--- config.mk ---
export PLATFORM = sky130hd
export DESIGN_NAME = ctl_reg_port
export DESIGN_NICKNAME = d
export VERILOG_FILES = /design/src/rtl/cpa_pkg.sv /design/src/rtl/cpa_access_track.sv /design/src/rtl/cpa_wrap_ctr.sv /design/src/rtl/cpa_reg_bank.sv /design/src/rtl/ctl_reg_port.sv
export SDC_FILE = /design/constraint.sdc
export NUM_CORES = 1
export LEC_CHECK = 0
export ABC_AREA = 1
export BUFFER_PORTS_ARGS = -buffer_cell sky130_fd_sc_hd__buf_4
export CORE_MARGIN = 8
export CORE_UTILIZATION = 55
export DETAILED_ROUTE_END_ITERATION = 16
export PLACE_DENSITY = 0.85
export SYNTH_ARGS = -nofsm -noshare
export SYNTH_HDL_FRONTEND = slang
export SYNTH_SLANG_ARGS = --single-unit
--- constraint.sdc ---
create_clock -name clk -period 2.5 [get_ports clk]
set_input_delay 0.5 -clock clk [delete_from_list [all_inputs] [get_ports clk]]
set_output_delay 0.5 -clock clk [all_outputs]
set_load 0.03 [all_outputs]
--- src/rtl/cpa_pkg.sv ---
// Shared types for the sequenced control register access port.
// Assumes a two-bit address and a single direction bit (1 = write).
package cpa_pkg;

    typedef enum logic [3:0] {
        ACC_NONE,
        ACC_RX_RD,
        ACC_TX_WR,
        ACC_STS_RD,
        ACC_SYN_WR,
        ACC_MR_RD,
        ACC_MR_WR,
        ACC_CMD_RD,
        ACC_CMD_WR
    } acc_kind_e;

    // Map address and direction onto an access kind.
    function automatic acc_kind_e decode_access(input logic [1:0] a, input logic wr);
        acc_kind_e k;
        unique case (a)
            2'd0:    k = wr ? ACC_TX_WR  : ACC_RX_RD;
            2'd1:    k = wr ? ACC_SYN_WR : ACC_STS_RD;
            2'd2:    k = wr ? ACC_MR_WR  : ACC_MR_RD;
            default: k = wr ? ACC_CMD_WR : ACC_CMD_RD;
        endcase
        return k;
    endfunction

endpackage

--- src/rtl/cpa_access_track.sv ---
// Access tracker: records the kind and data of an access while chip select
// is low and produces a one-cycle completion pulse on the first edge where
// chip select is seen high again. Assumes inputs are synchronous to clk.
module cpa_access_track
    import cpa_pkg::*;
#(
    parameter int DW = 8
) (
    input  logic          clk,
    input  logic          rst_n,
    input  logic          cs_n,
    input  logic [1:0]    addr,
    input  logic          wr_rd,
    input  logic [DW-1:0] din,
    output logic          done,
    output acc_kind_e     done_kind,
    output logic [DW-1:0] done_data,
    output acc_kind_e     live_kind
);

    logic          act_q;
    acc_kind_e     kind_q;
    logic [DW-1:0] data_q;

    // Capture the latest address, direction and data while the access is active.
    always_ff @(posedge clk) begin
        if (!rst_n) begin
            act_q  <= 1'b0;
            kind_q <= ACC_NONE;
            data_q <= '0;
        end else if (!cs_n) begin
            act_q  <= 1'b1;
            kind_q <= decode_access(addr, wr_rd);
            data_q <= din;
        end else begin
            act_q  <= 1'b0;
        end
    end

    // Completion is the first cycle with chip select high after an access.
    always_comb begin
        done      = act_q & cs_n;
        done_kind = kind_q;
        done_data = data_q;
    end

    // Decode of the access in progress, used by the read path.
    always_comb begin
        live_kind = cs_n ? ACC_NONE : decode_access(addr, wr_rd);
    end

endmodule

--- src/rtl/cpa_wrap_ctr.sv ---
// Wrapping index counter: steps 0..N-1 and back to 0, with a clear that
// takes priority. Assumes N >= 2.
module cpa_wrap_ctr #(
    parameter int N = 3,
    localparam int W = (N > 1) ? $clog2(N) : 1
) (
    input  logic         clk,
    input  logic         rst_n,
    input  logic         clr,
    input  logic         step,
    output logic [W-1:0] cnt
);

    localparam logic [W-1:0] LAST = W'(N - 1);

    // Advance or clear the index.
    always_ff @(posedge clk) begin
        if (!rst_n || clr) begin
            cnt <= '0;
        end else if (step) begin
            cnt <= (cnt == LAST) ? '0 : cnt + 1'b1;
        end
    end

endmodule

--- src/rtl/cpa_reg_bank.sv ---
// Register storage and read multiplexer. Writes land on a completion pulse,
// indexed by the pointers; reads are combinational from the live decode.
// Assumes the pointers never exceed their register counts.
module cpa_reg_bank
    import cpa_pkg::*;
#(
    parameter int DW    = 8,
    parameter int MR_N  = 2,
    parameter int SYN_N = 3,
    localparam int MRW  = (MR_N > 1) ? $clog2(MR_N) : 1,
    localparam int SW   = (SYN_N > 1) ? $clog2(SYN_N) : 1
) (
    input  logic               clk,
    input  logic               rst_n,
    input  logic               done,
    input  acc_kind_e          done_kind,
    input  logic [DW-1:0]      done_data,
    input  acc_kind_e          live_kind,
    input  logic [MRW-1:0]     mr_ptr,
    input  logic [SW-1:0]      syn_ptr,
    input  logic [DW-1:0]      rx_hold_in,
    input  logic [DW-1:0]      status_in,
    output logic [DW-1:0]      tx_hold,
    output logic [DW-1:0]      cmd_reg,
    output logic [MR_N*DW-1:0] mode_regs,
    output logic [SYN_N*DW-1:0] sync_regs,
    output logic [DW-1:0]      dout
);

    logic [DW-1:0] mode_q [MR_N];
    logic [DW-1:0] syn_q  [SYN_N];
    logic [DW-1:0] sts_q;
    logic [DW-1:0] mode_sel;

    // Single-address registers: transmit holding, command, sampled status.
    always_ff @(posedge clk) begin
        if (!rst_n) begin
            tx_hold <= '0;
            cmd_reg <= '0;
            sts_q   <= '0;
        end else begin
            sts_q <= status_in;
            if (done && done_kind == ACC_TX_WR)  tx_hold <= done_data;
            if (done && done_kind == ACC_CMD_WR) cmd_reg <= done_data;
        end
    end

    for (genvar g = 0; g < MR_N; g++) begin : g_mode
        // Mode register g loads when the mode pointer selects it.
        always_ff @(posedge clk) begin
            if (!rst_n) begin
                mode_q[g] <= '0;
            end else if (done && done_kind == ACC_MR_WR && mr_ptr == MRW'(g)) begin
                mode_q[g] <= done_data;
            end
        end
        assign mode_regs[g*DW +: DW] = mode_q[g];
    end

    for (genvar g = 0; g < SYN_N; g++) begin : g_sync
        // Sync register g loads when the sync pointer selects it.
        always_ff @(posedge clk) begin
            if (!rst_n) begin
                syn_q[g] <= '0;
            end else if (done && done_kind == ACC_SYN_WR && syn_ptr == SW'(g)) begin
                syn_q[g] <= done_data;
            end
        end
        assign sync_regs[g*DW +: DW] = syn_q[g];
    end

    // Pick the mode register under the pointer.
    always_comb begin
        mode_sel = '0;
        for (int i = 0; i < MR_N; i++) begin
            if (mr_ptr == MRW'(i)) mode_sel = mode_q[i];
        end
    end

    // Read data multiplexer driven by the access in progress.
    always_comb begin
        unique case (live_kind)
            ACC_RX_RD:  dout = rx_hold_in;
            ACC_STS_RD: dout = sts_q;
            ACC_MR_RD:  dout = mode_sel;
            ACC_CMD_RD: dout = cmd_reg;
            default:    dout = '0;
        endcase
    end

endmodule

--- src/rtl/ctl_reg_port.sv ---
// Top of the sequenced control register access port: access tracking,
// the two shared-address pointers, register storage and bus enable.
// Assumes a synchronous host interface and synchronous active-low reset.
module ctl_reg_port
    import cpa_pkg::*;
#(
    parameter int DW    = 8,
    parameter int MR_N  = 2,
    parameter int SYN_N = 3,
    localparam int MRW  = (MR_N > 1) ? $clog2(MR_N) : 1,
    localparam int SW   = (SYN_N > 1) ? $clog2(SYN_N) : 1
) (
    input  logic                clk,
    input  logic                rst_n,
    input  logic                cs_n,
    input  logic [1:0]          addr,
    input  logic                wr_rd,
    input  logic [DW-1:0]       din,
    output logic [DW-1:0]       dout,
    output logic                dout_en,
    input  logic [DW-1:0]       rx_hold_in,
    input  logic [DW-1:0]       status_in,
    output logic [DW-1:0]       tx_hold,
    output logic [DW-1:0]       cmd_reg,
    output logic [MR_N*DW-1:0]  mode_regs,
    output logic [SYN_N*DW-1:0] sync_regs,
    output logic [MRW-1:0]      mr_ptr,
    output logic [SW-1:0]       syn_ptr
);

    logic          done;
    acc_kind_e     done_kind;
    logic [DW-1:0] done_data;
    acc_kind_e     live_kind;
    logic          mr_step;
    logic          syn_step;
    logic          ptr_clr;

    cpa_access_track #(.DW(DW)) u_track (
        .clk       (clk),
        .rst_n     (rst_n),
        .cs_n      (cs_n),
        .addr      (addr),
        .wr_rd     (wr_rd),
        .din       (din),
        .done      (done),
        .done_kind (done_kind),
        .done_data (done_data),
        .live_kind (live_kind)
    );

    // Pointer control from the completed access.
    always_comb begin
        mr_step  = done && (done_kind == ACC_MR_RD || done_kind == ACC_MR_WR);
        syn_step = done && (done_kind == ACC_SYN_WR);
        ptr_clr  = done && (done_kind == ACC_CMD_RD);
    end

    cpa_wrap_ctr #(.N(MR_N)) u_mr_ptr (
        .clk   (clk),
        .rst_n (rst_n),
        .clr   (ptr_clr),
        .step  (mr_step),
        .cnt   (mr_ptr)
    );

    cpa_wrap_ctr #(.N(SYN_N)) u_syn_ptr (
        .clk   (clk),
        .rst_n (rst_n),
        .clr   (ptr_clr),
        .step  (syn_step),
        .cnt   (syn_ptr)
    );

    cpa_reg_bank #(.DW(DW), .MR_N(MR_N), .SYN_N(SYN_N)) u_bank (
        .clk        (clk),
        .rst_n      (rst_n),
        .done       (done),
        .done_kind  (done_kind),
        .done_data  (done_data),
        .live_kind  (live_kind),
        .mr_ptr     (mr_ptr),
        .syn_ptr    (syn_ptr),
        .rx_hold_in (rx_hold_in),
        .status_in  (status_in),
        .tx_hold    (tx_hold),
        .cmd_reg    (cmd_reg),
        .mode_regs  (mode_regs),
        .sync_regs  (sync_regs),
        .dout       (dout)
    );

    // Drive the bus only during a read with chip select low.
    always_comb begin
        dout_en = !cs_n && !wr_rd;
    end

endmodule

-- Yosys cells after proc, flatten, opt, wreduce, memory -nomap -nowiden
Memory sizes are Yosys's and may differ from the RTL's.
Index checks and enable logic that the tools add are counted.
- flip-flop bits (word level): 40
- bits in latches: 0
- memory bits (writable): 40
- memory bits (read-only): 0
- input port bits: 30
- output and inout bits: 68
- word-level logic and storage cells: 84
- memories kept: 2
- memories (name ; words ; width ; read ports ; clocked after Yosys merged registers in ; write ports ; line ; text):
    u_bank.syn_q ; 3 ; 8 ; 3 ; 0 ; 3 ; cpa_reg_bank.sv:31 ; logic [DW-1:0] syn_q [SYN_N];
    u_bank.mode_q ; 2 ; 8 ; 2 ; 0 ; 2 ; cpa_reg_bank.sv:30 ; logic [DW-1:0] mode_q [MR_N];
- add/subtract/negate cells: 2
- $mul: 0
- div/mod/pow operators: 0
- order comparisons: 0
- eq/ne operators: 14
- shift-type cells: 0
- mux-type cells: 32
- bitwise gates (word level): 7
- reductions and logical operators: 19
- operators with widths (operator ; count):
    2-to-1 mux 8 bit ; 6
    case mux 8 bit (4 select lines) ; 1
    equality test 4 x 3 -> 1 bit (second input constant) ; 6
    2-to-1 mux 1 bit ; 18
    logical AND 1 bit ; 12
    case mux 4 bit (3 select lines) ; 1
    equality test 4 x 2 -> 1 bit (second input constant) ; 2
    2-to-1 mux 4 bit ; 2
    2-to-1 mux 2 bit ; 3
    OR 1 bit ; 5
    equality test 2 x 1 -> 1 bit (second input constant) ; 2
    equality test 2 bit (second input constant) ; 2
    equality test 4 x 1 -> 1 bit (second input constant) ; 1
    equality test 4 bit (second input constant) ; 1
    zero test 2 bit ; 2
    zero test 1 bit ; 3
    2-to-1 mux 3 bit ; 1
    adder 2 x 1 -> 2 bit (second input constant) ; 1
    logical OR 1 bit ; 2
    adder 1 bit (second input constant) ; 1
    bitwise AND 1 bit ; 1
    inverter 1 bit ; 1

-- Longest topological paths before layout
Gate-level depths: netlist (run 1).
- depth in word-level cells: 7
- depth in mapped cells: 8
- mapped depth without buffers: 7

-- Cells and area by module
From an unflattened synthesis (run 1), not the netlist that was laid out.
- cells, all modules: 432
- area, all modules: 3639.7 um^2
- modules (own cells, without submodules) (module ; instances ; cells each ; area each (um^2) ; sequential area each (um^2)):
    cpa_reg_bank ; 1 ; 334 ; 2950.3 ; 1681.6
    cpa_access_track ; 1 ; 65 ; 495.5 ; 260.2
    cpa_wrap_ctr (u_syn_ptr) ; 1 ; 13 ; 86.3 ; 40.0
    ctl_reg_port ; 1 ; 11 ; 55.1 ; 0.0
    cpa_wrap_ctr (u_mr_ptr) ; 1 ; 9 ; 52.6 ; 20.0

-- Worst setup path after synthesis (run 1)
Ideal clock, no wire load.
- path type: input -> output
- from: input port cs_n
- to: output port dout[0]
- arrival time: 1.826 ns
- required time: 2.000 ns
- slack: 0.174 ns
- stages on the path: 5
- buffers on the path: 0
- cell sequence: nor2_1 nand3_1 a21oi_1 nor2_1 nand2_1
- longest elaborated chain between the ends: 3
- elaborated cells on any way between the ends: 6
- classes of those cells: eq/ne: 4; mux: 2
- ends and longest elaborated chain (item ; line ; text):
    start: declaration ; ctl_reg_port.sv:15 ; input logic cs_n,
    2-to-1 mux 4 bit * ; cpa_access_track.sv:49 ; live_kind = cs_n ? ACC_NONE : decode_access(addr, wr_rd);
    equality test 4 x 3 -> 1 bit, or another cell as far along ; cpa_reg_bank.sv:82 ; unique case (live_kind)
    case mux 8 bit (4 select lines) * ; cpa_reg_bank.sv:82 ;
    end: declaration ; ctl_reg_port.sv:19 ; output logic [DW-1:0] dout,
Every way passes the cells marked *; elsewhere a longest branch is shown, timed or not.

-- Worst setup path in the final report (run 1)
- from: input port cs_n
- to: output port dout[3]
The elaborated chain is that of the path after synthesis.

==> results of run 1 <==
## logic make-up (layout without fill, tap and decap cells)
family                 count (synthesis)  in the layout  share of synthesized area (%)
flip-flops                            80             80                           60.1
AO/OA/AOI/OAI                         41             41                           6.23
buffers and inverters                 58            161                           6.80
AND/OR/NAND/NOR                      214            214                           26.9
## cell usage after synthesis
library cell	number
o21ai_0	10
edfxtp_1	40
nor2_1	84
nand2_2	1
inv_1	44
nor2_2	1
nand3_2	4
a211oi_1	1
nand2_1	94
buf_1	1
inv_2	1
a21oi_1	30
clkinv_1	1
nor2_4	2
nand4_1	10
buf_2	4
dfxtp_1	40
nand3_1	18
clkbuf_1	6
buf_4	1
## metrics by stage
step	hold WS (ns)	setup slack, ns	area, um2	utilization, %	total power [W]
after floorplan	0.470	0.174	3330	-	0.00163
after global placement	0.472	0.223	4120	69.9	0.00175
after detailed placement	0.476	0.175	4120	69.9	0.00176
after CTS	0.331	0.174	4330	73.5	0.00274
after global routing	0.336	0.0697	4330	73.6	0.00283
final	0.343	0.217	4330	73.6	0.00274
## worst min path at each step
stage,start,to,slack (ns),cells past startpoint
CTS,status_in[5],u_bank.sts_q[5],0.33,3
global placement,u_bank.tx_hold[2],u_bank.tx_hold[2],0.47,2
finish,status_in[3],u_bank.sts_q[3],0.34,3
global route,status_in[3],u_bank.sts_q[3],0.34,3
detailed placement,u_bank.tx_hold[2],u_bank.tx_hold[2],0.48,2
floorplan,u_track.done_data[0],u_bank.cmd_reg[0],0.47,2
## final cells by class
cell class | count | share of cell area (%)
flip-flops and latches | 80 | 46.2
multi-input cells | 255 | 25.6
repair buffers | 99 | 17.2
inverters | 46 | 3.98
clock buffers | 11 | 3.03
well taps | 75 | 2.17
clock inverters | 5 | 1.88
## repair_timing
action | in CTS | in global routing
gates resized for setup | 0 | 2
hold buffers | 0 | 0
endpoints found under the setup margin | 0 | 4
## where the power goes
| part | switching, W | leakage [nW] | internal (W) | total, W |
|---|---|---|---|---|
| Sequential | 0.0000224 | 0.742 | 0.00142 | 0.00144 |
| Combinational | 0.000195 | 1.09 | 0.0000955 | 0.000291 |
| Clock | 0.000441 | 0.0997 | 0.000562 | 0.00100 |
| Total | 0.000659 | 1.94 | 0.00208 | 0.00274 |
## worst max-delay path: cells and delay by family
family                 cells  cell delay, ns
AO/OA/AOI/OAI              1            0.26
AND/OR/NAND/NOR            4            0.69
buffers and inverters      2            0.33
## routing by layer
metal / up-vias / routed length [um] / global-route usage [%]
met5: - / 0 / 0
met2: 130 / 4630 / 35.2
met1: 1337 / 3320 / 22.8
met3: 16 / 646 / 6.00
met4: 0 / 161 / 7.79
li1: 1454 / - / -
==> metrics.txt, run 1 <==
outcome complete, no violations; Setup Fix Bufs, Post-CTS 0; commonest non-fill, non-tap cells in the layout buf_4 (99), nand2_1 (94), nor2_1 (82); CTS tree built; Startpoint Class primary input; Final Hold Vio Count 0; row cnt 28; worst skew pair latency approximately 0.34 ns; critical path type primary input to output port; Iter 0 DRT Violations about 240; Final Cycle Share 91.3%; dpl hpwl 6.35 mm; Least-Margin Pin Slew between 0.5 and 0.6 ns; synthesized area per cell 8.48 um2; total number of vias slightly below 3000; total core area roughly 0.006 mm2; most common cell after layout, fill and taps aside buf_4; Filler Cell Count ~430; max FFs per register 24; reg-to-reg slack, setup about 0.87 ns; Synth Cell Area between 0.003 and 0.004 mm2; root buf cell clkbuf_8; cells along the critical path buf_4 -> nor2_1 -> nand3_1 -> a21oi_1 -> nor2_1 -> nand2_1 -> buf_4; Max Clk Rate between 400 and 500 MHz; MaxCap Viol Count 0; Net Count, Synth roughly 420; Routed Antenna Nets 0; CTS clk-pin slew, worst paths ~0.070 ns; PwrDens roughly 630 mW/mm2; CTS Buf Count 9; Worst slew margin 65.6%; diode count 0; flops & latches, synth 80; crit path to dout[3]; post-synthesis sequential area ratio roughly three fifths; setup_tns 0 ns; worst min path class primary input to flip-flop; htree depth 3; vias in the first global route 2886; synth unique cells 20; Layout Nets roughly 520; Period minus WS final between 2 and 2.5 ns; Setup Viol. Count Final 0; aggregate global-route resource usage about a fifth; Starting Density around 57%; leading post-synthesis cells by cell area edfxtp_1 (36%), dfxtp_1 (24%), nand2_1 (11%), nor2_1 (9.5%), inv_1 (5.0%); share of the synthesized area in the top cell type 36.0%; routability cong. 0.861; WL/cell 15.3 um; Syn Inst Count 393; Reg with most FFs u_bank.syn_q; FF-to-FF Start u_track.done_kind[2]; CP Data Arrival Time ~1.8 ns; antenna violations before repair 0; Seq. cell area 0.00200 mm2; GRT overflow 0; Cell Count Post-Placement ~560; die height around 94 um; CP endpoint kind output port; peak supply drop 397 uV; DRC Markers 0; Pins Over Slew Limit 0; crit path max-delay cell type nand3_1; Clock Skew around 0.011 ns; Leakage around 1.9 nW; worst-path maximum fanout 22; Multi-input gate area about 0.0011 mm2; worst setup path startpoint cs_n; port bufs a little under 100; die area a little under 0.009 mm2; Crit path required time 2.00 ns; TritonRoute pass-1 iters 5; clock sink count 80; Ys Warns 0; first-pass GRT wire length 13.8 mm; share of cells above drive strength 1 25.0%; reg2reg end u_bank.syn_q[2][4]; clk buf depth 2; I/O pins around 100; dominant cell type by area after synthesis edfxtp_1; final WL between 8 and 9 mm; RSZ-0062 raised after global routing false; largest net degree at the start of global routing 39; largest registers u_bank.syn_q (24), u_bank.mode_q (16); synth-to-layout area growth 30.0%; routed vias/inst between 5 and 6; R2R depth 6; die width 93.8 um; post-route insts no fill between 500 and 600; max incr delay on CP roughly 0.30 ns
(Power assumes the default switching activity.)
==> run 2, diff against run 1 <==
--- a/config.mk
+++ b/config.mk
@@ -8,9 +8,11 @@
 export ABC_AREA = 1
 export BUFFER_PORTS_ARGS = -buffer_cell sky130_fd_sc_hd__buf_4
 export CORE_MARGIN = 8
-export CORE_UTILIZATION = 55
+export CORE_UTILIZATION = 25
 export DETAILED_ROUTE_END_ITERATION = 16
-export PLACE_DENSITY = 0.85
+export PLACE_DENSITY = 0.45
+export SLEW_MARGIN = 20
 export SYNTH_ARGS = -nofsm -noshare
 export SYNTH_HDL_FRONTEND = slang
+export SYNTH_HIERARCHICAL = 1
 export SYNTH_SLANG_ARGS = --single-unit
==> run 2 against run 1 <==
  * Clock power rose by 40%
  * Critical path depth rose by 3
  * Count of clock-buffer cells in the layout fell by 1
  * Total power rose by 17%
  * Critical path type unchanged
  * Register-to-register slack got worse by 0.03 ns
  * Sequential share of layout area fell by 5.3 points
  * Largest cell class unchanged
  * Maximum frequency fell by 1.3%
  * Setup slack got worse by 0.030 ns
  * First-iteration DRC count fell by 40%
  * Combinational power rose by 22%
  * Non-clock buffer count rose by 6
  * Die area rose by 110%
==> metrics.txt, run 2 <==
clock share of power 43.6% (+6.9 points); Syn Inst Count 432 (+9.9%); vias in the first global route 3009 (+4.3%); peak supply drop 259 uV (-35%); Iter 0 DRT Violations 146 (-40%); CTS Buf Count 9 (unchanged); largest registers u_bank/syn_q (24), u_bank/mode_q (16); CP endpoint kind output port; dpl hpwl 7.93 mm (+25%); routed vias/inst 4.22 (-18%); htree depth 3 (unchanged); I/O pins 98 (unchanged); diode count 0 (unchanged); Leakage 2.18 nW (+13%); row cnt 44 (+57%); total core area 0.0144 mm2 (+140%); root buf cell clkbuf_16; CTS clk-pin slew, worst paths 0.06 ns (about the same); GRT overflow 0 (unchanged); CTS tree built; Synth Cell Area 0.00364 mm2 (+9.2%); dominant cell type by area after synthesis edfxtp_1; Period minus WS final 2.31 ns (+0.0302 ns); final WL 10.7 mm (+22%); commonest non-fill, non-tap cells in the layout buf_4 (105), nor2_1 (95), nand2_1 (93); pre-CTS setup slack 0.111 ns (-0.0639 ns); Startpoint Class primary input; asr flop ratio synth 0% (unchanged); share of the synthesized area in the top cell type 33.0% (-3.0 points); Setup Fix Bufs, Post-CTS 0 (unchanged); synthesized area per cell 8.43 um2 (-0.62%); number of flops mapped to enable cells by yosys 40 (unchanged); Starting Density 25.3% (-31 points); leading post-synthesis cells by cell area edfxtp_1 (33%), dfxtp_1 (22%), nor2_1 (9.8%), nand2_1 (9.6%), inv_1 (6.0%); aggregate global-route resource usage 11.7% (-8.5 points); Sw Ratio 24.0% (-0.089 points); CTS Hold Bufs 0 (unchanged); DRC Markers 0 (unchanged); total power draw 0.00320 W (+17%); worst setup margin 0.187 ns (-0.0302 ns); synth unique cells 25 (+25%); TritonRoute pass-1 iters 4 (-1); most common cell after layout, fill and taps aside buf_4; worst-path maximum fanout 16 (-27%); Setup Viol. Count Final 0 (unchanged); post-synthesis sequential area ratio 55.0% (-5.1 points); clk buf depth 2 (unchanged); Least-Margin Pin Slew 0.557 ns (+0.0437 ns); flops & latches, synth 80 (unchanged); Clock Skew 0.00682 ns (-0.00458 ns); clock sink count 80 (unchanged); Final Cycle Share 92.5% (+1.2 points); worst min path class primary input to flip-flop; worst skew pair latency 0.33 ns (about the same); PwrDens 654 mW/mm2 (+3.6%); total number of vias 3062 (+4.3%); most frequent cell after synthesis nor2_1; Layout Nets 566 (+8.6%); die width 137 um (+46%); die area 0.0187 mm2 (+110%); Logic pwr share 11.1% (+0.5 points); P_sw 0.000770 W (+17%); antenna violations before repair 0 (unchanged); first-pass GRT wire length 16.5 mm (+19%); largest net degree at the start of global routing 47 (+21%); die height 137 um (+46%); Net Count, Synth 462 (+9.2%); P_int 0.00244 W (+17%); Ys Warns 6 (+6); RSZ-0062 raised after global routing false; Final Hold Vio Count 0 (unchanged); Reg with most FFs u_bank/syn_q; worst hold slack 0.350 ns (+0.00708 ns); Crit path required time 2.00 ns (about the same); port bufs 97 (unchanged); Cell Count Post-Placement 709 (+28%); synth cell count leaders nor2_1 (95), nand2_1 (93), inv_1 (58); Worst slew margin 62.9% (-2.8 points); Routed Antenna Nets 0 (unchanged); top_reg_cell synth edfxtp_1; WL/cell 14.8 um (-3.7%); synth-to-layout area growth 34.6%; setup_tns 0 ns (unchanged); MaxCap Viol Count 0 (unchanged); Pins Over Slew Limit 0 (unchanged); critical path type primary input to output port; Max Clk Rate 432 MHz (-1.3%); post-route insts no fill 725 (+27%); Reg power frac 45.3% (-7.4 points); outcome complete, no violations; share of cells above drive strength 1 27.2% (+2.2 points); max FFs per register 24 (unchanged); routability cong. 0.750 (-13%); CP Data Arrival Time 1.81 ns (+0.03 ns)
## run 2: cell count changes after synthesis, sizes merged
cell    delta
clkbuf     -6
nand3     +14
a21oi     -25
nor2      +17
inv       +18
buf        +6
o21ai      -1
nand4     +16
a211oi     -1
or2        +1
## run 2: power by group through the flow
stage | sequential, W | combinational (W) | clock [W]
after floorplan | 0.00153 | 0.000159 | 0
after global placement | 0.00148 | 0.000357 | 0
after detailed placement | 0.00148 | 0.000361 | 0
after CTS | 0.00145 | 0.000362 | 0.00144
after global routing | 0.00146 | 0.000389 | 0.00149
final | 0.00145 | 0.000356 | 0.00140
## run 2: area by class of cell
| type | count | area, um2 |
|---|---|---|
| clock buffer | 10 | 239 |
| clock inverter | 6 | 81.3 |
| fill | 1508 | 9470 |
| inverter | 64 | 246 |
| multi-input combinational | 276 | 1310 |
| sequential | 80 | 2000 |
| tap | 184 | 230 |
| timing repair buffer | 105 | 788 |
## run 2: timing repair
item	4_1_cts	5_1_grt
endpoints found under the hold margin	0	0
endpoints found under the setup margin	0	8
resized for setup	0	1
## run 2: per-stage QoR
step | util, % | cell area (um2)
6_report | 34.1 | 4900
5_1_grt | 34.1 | 4900
2_1_floorplan | - | 3640
4_1_cts | 34.1 | 4900
3_3_place_gp | 31.8 | 4580
3_5_place_dp | 31.8 | 4580
## run 2: path summary, 6_finish.rpt
path	from	endpoint	slack, ns	depth (start not counted)
worst max-delay path	wr_rd	dout[3]	0.19	10
worst min-delay path	status_in[7]	u_bank/sts_q[7]	0.35	3
worst max register to register	u_track/done_kind[3]	u_bank/syn_q[2][4]	0.84	5
worst min register to register	u_track/done_data[4]	u_track/done_data[4]	0.48	2
## run 2: cells by family after synthesis
kind of cell / Yosys count / share of synthesized area, %
and+or+nand+nor: 262 / 34.0
DFF: 80 / 55.0
buffers and inverters: 76 / 8.94
AOI/OAI and AO/OA: 14 / 2.03
## run 2: routing by layer
| metal | GRT usage [%] | share of wire, % |
|---|---|---|
| met3 | 2.35 | 4.7 |
| met2 | 20.3 | 51 |
| met1 | 13.6 | 43 |
| met5 | 0 | 0 |
| met4 | 5.49 | 1.4 |
## run 2: worst max-delay path: stages
cell and delay [ns]:
buf_4 0.13, nor2_1 0.10, nor2_1 0.05, nand2_1 0.07
inv_1 0.07, nand2_1 0.14, clkinvlp_4 0.27, nand3_1 0.18
nand4_1 0.11, buf_4 0.18
==> run 3, diff against run 2 <==
==> constraint.sdc (replaced) <==
create_clock -name clk -period 2.9 [get_ports clk]
set_input_delay 0.58 -clock clk [delete_from_list [all_inputs] [get_ports clk]]
set_output_delay 0.58 -clock clk [all_outputs]
set_load 0.03 [all_outputs]
==> run 3 against run 2 <==
  * Cell count shrank 0.55%
  * Count of clock-buffer cells in the layout grew 3
  * Via count is the same
  * Design area shrank 0.79%
  * Sequential cell count is the same
  * Sequential power shrank 14%
  * Clock skew shrank 0.0037 ns
  * Wire length grew 0.80%
  * Clock power shrank 14%
  * Combinational power shrank 15%
  * Setup slack gained 0.060 ns
  * Hold slack gained 0.083 ns
  * Highest routed layer unchanged
==> metrics.txt, run 3 (synthesis gave the netlist of run 2 again) <==
CP endpoint kind output port; row cnt 44 (unchanged); CTS tree built; Layout Nets 562 (-0.71%); Pins Over Slew Limit 0 (unchanged); critical path type primary input to output port; post_cts resized 0 (unchanged); Setup Fix Bufs, Post-CTS 0 (unchanged); routability cong. 0.808 (+7.8%); root buf cell clkbuf_16; setup_tns 0 ns (unchanged); commonest non-fill, non-tap cells in the layout buf_4 (101), nor2_1 (95), nand2_1 (93); TritonRoute pass-1 iters 5 (+1); Startpoint Class primary input; Reg power frac 45.4% (about the same); Iter 0 DRT Violations 206 (+41%); CTS Hold Bufs 0 (unchanged); die height 137 um (unchanged); most common cell after layout, fill and taps aside buf_4; die area 0.0187 mm2 (unchanged); WL/cell 15.0 um (+1.4%); Logic pwr share 11.0% (about the same); Final Hold Vio Count 0 (unchanged); die width 137 um (unchanged); worst-path maximum fanout 16 (unchanged); CP Data Arrival Time 2.07 ns (+0.26 ns); antenna violations before repair 0 (unchanged); Reg with most FFs u_bank/syn_q; PwrDens 567 mW/mm2 (-13%); Leakage 2.17 nW (-0.89%); worst min path class primary input to flip-flop; Least-Margin Pin Slew 0.630 ns (+0.0724 ns); CTS Buf Count 9 (unchanged); largest net degree at the start of global routing 47 (unchanged); share of cells above drive strength 1 25.9% (-1.3 points); htree depth 3 (unchanged); Sw Ratio 23.8% (-0.17 points); max incr delay on CP 0.50 ns (+0.23 ns); Routed Antenna Nets 0 (unchanged); diode count 0 (unchanged); peak supply drop 250 uV (-3.6%); Worst slew margin 58.0% (-4.9 points); cells along the critical path buf_4 -> nand2_1 -> nand2_1 -> nand3_1 -> inv_1 -> nor2_2 -> nand3_1 -> nand4_1 -> buf_4; Setup Viol. Count Final 0 (unchanged); routed vias/inst 4.25 (+0.55%); aggregate global-route resource usage 11.6% (-0.081 points); Starting Density 25.3% (unchanged); Period minus WS final between 2 and 3 ns; vias in the first global route 3041 (+1.1%); Clock Skew 0.00314 ns (-0.00368 ns); dpl hpwl 8.05 mm (+1.5%); MaxCap Viol Count 0 (unchanged); final WL 10.8 mm (+0.80%); port bufs 97 (unchanged); crit path max-delay cell type nor2_2; synth-to-layout area growth 33.6%; GRT overflow 0 (unchanged); RSZ-0062 raised after global routing false; total core area 0.0144 mm2 (unchanged); CTS clk-pin slew, worst paths 0.06 ns (about the same); clock sink count 80 (unchanged); Area after DPL 0.00455 mm2 (-0.66%); P_sw 0.000657 W (-15%); worst skew pair latency 0.33 ns (about the same); I/O pins 98 (unchanged); Crit path required time 2.32 ns (+0.32 ns); Final Cycle Share 91.5%; final instance area 0.00486 mm2 (-0.79%); P_int 0.00210 W (-14%); outcome complete, no violations; largest registers u_bank/syn_q (24), u_bank/mode_q (16); Max Clk Rate around 380 MHz; clock share of power 43.6% (about the same); DRC Markers 0 (unchanged); clk buf depth 2 (unchanged); max FFs per register 24 (unchanged); total number of vias 3062 (unchanged); first-pass GRT wire length 16.4 mm (-0.62%); worst hold slack 0.433 ns (+0.0830 ns)
## run 3: critical path, delay by kind of cell
kind                   cells  cell delay, ns
buffers and inverters      3            0.40
AND/OR/NAND/NOR            6            1.09
## run 3: power by group through the flow
stage	Combinational, W	Sequential [W]	Clock, W
after floorplan	0.000137	0.00132	0
after global placement	0.000304	0.00128	0
after detailed placement	0.000307	0.00128	0
after CTS	0.000308	0.00125	0.00123
after global routing	0.000330	0.00126	0.00128
final	0.000303	0.00125	0.00120
## run 3: cell type report
cell class              count  area [um2]
clock buffers              13         250
inverters                  64         243
flip-flops and latches     80        2000
clock inverters             3        65.1
fillers                  1497        9510
repair buffers            101         758
multi-input cells         276        1310
well taps                 184         230
## run 3: metal layers
metal,up-vias,global-route usage [%],routed length [um]
met5,-,0,0
met4,0,4.33,175
met3,12,2.83,608
met2,75,20.5,5460
met1,1395,13.3,4550
li1,1580,-,-
## run 3: final timing paths
check	from	end	slack [ns]	depth (start not counted)
max	wr_rd	dout[6]	0.25	9
min	status_in[6]	u_bank/sts_q[6]	0.43	3
max reg2reg	u_track/done_kind[1]	u_bank/mode_q[1][2]	1.23	4
min reg2reg	u_track/done_data[2]	u_track/done_data[2]	0.48	2
## run 3: through the flow
stage	instances	worst slack, ns	utilization (%)	power [W]
after floorplan	432	0.692	-	0.00145
after global placement	705	0.329	31.6	0.00158
after detailed placement	705	0.255	31.6	0.00158
after CTS	721	0.255	33.8	0.00279
after global routing	721	0.0865	33.8	0.00286
final	721	0.247	33.8	0.00276
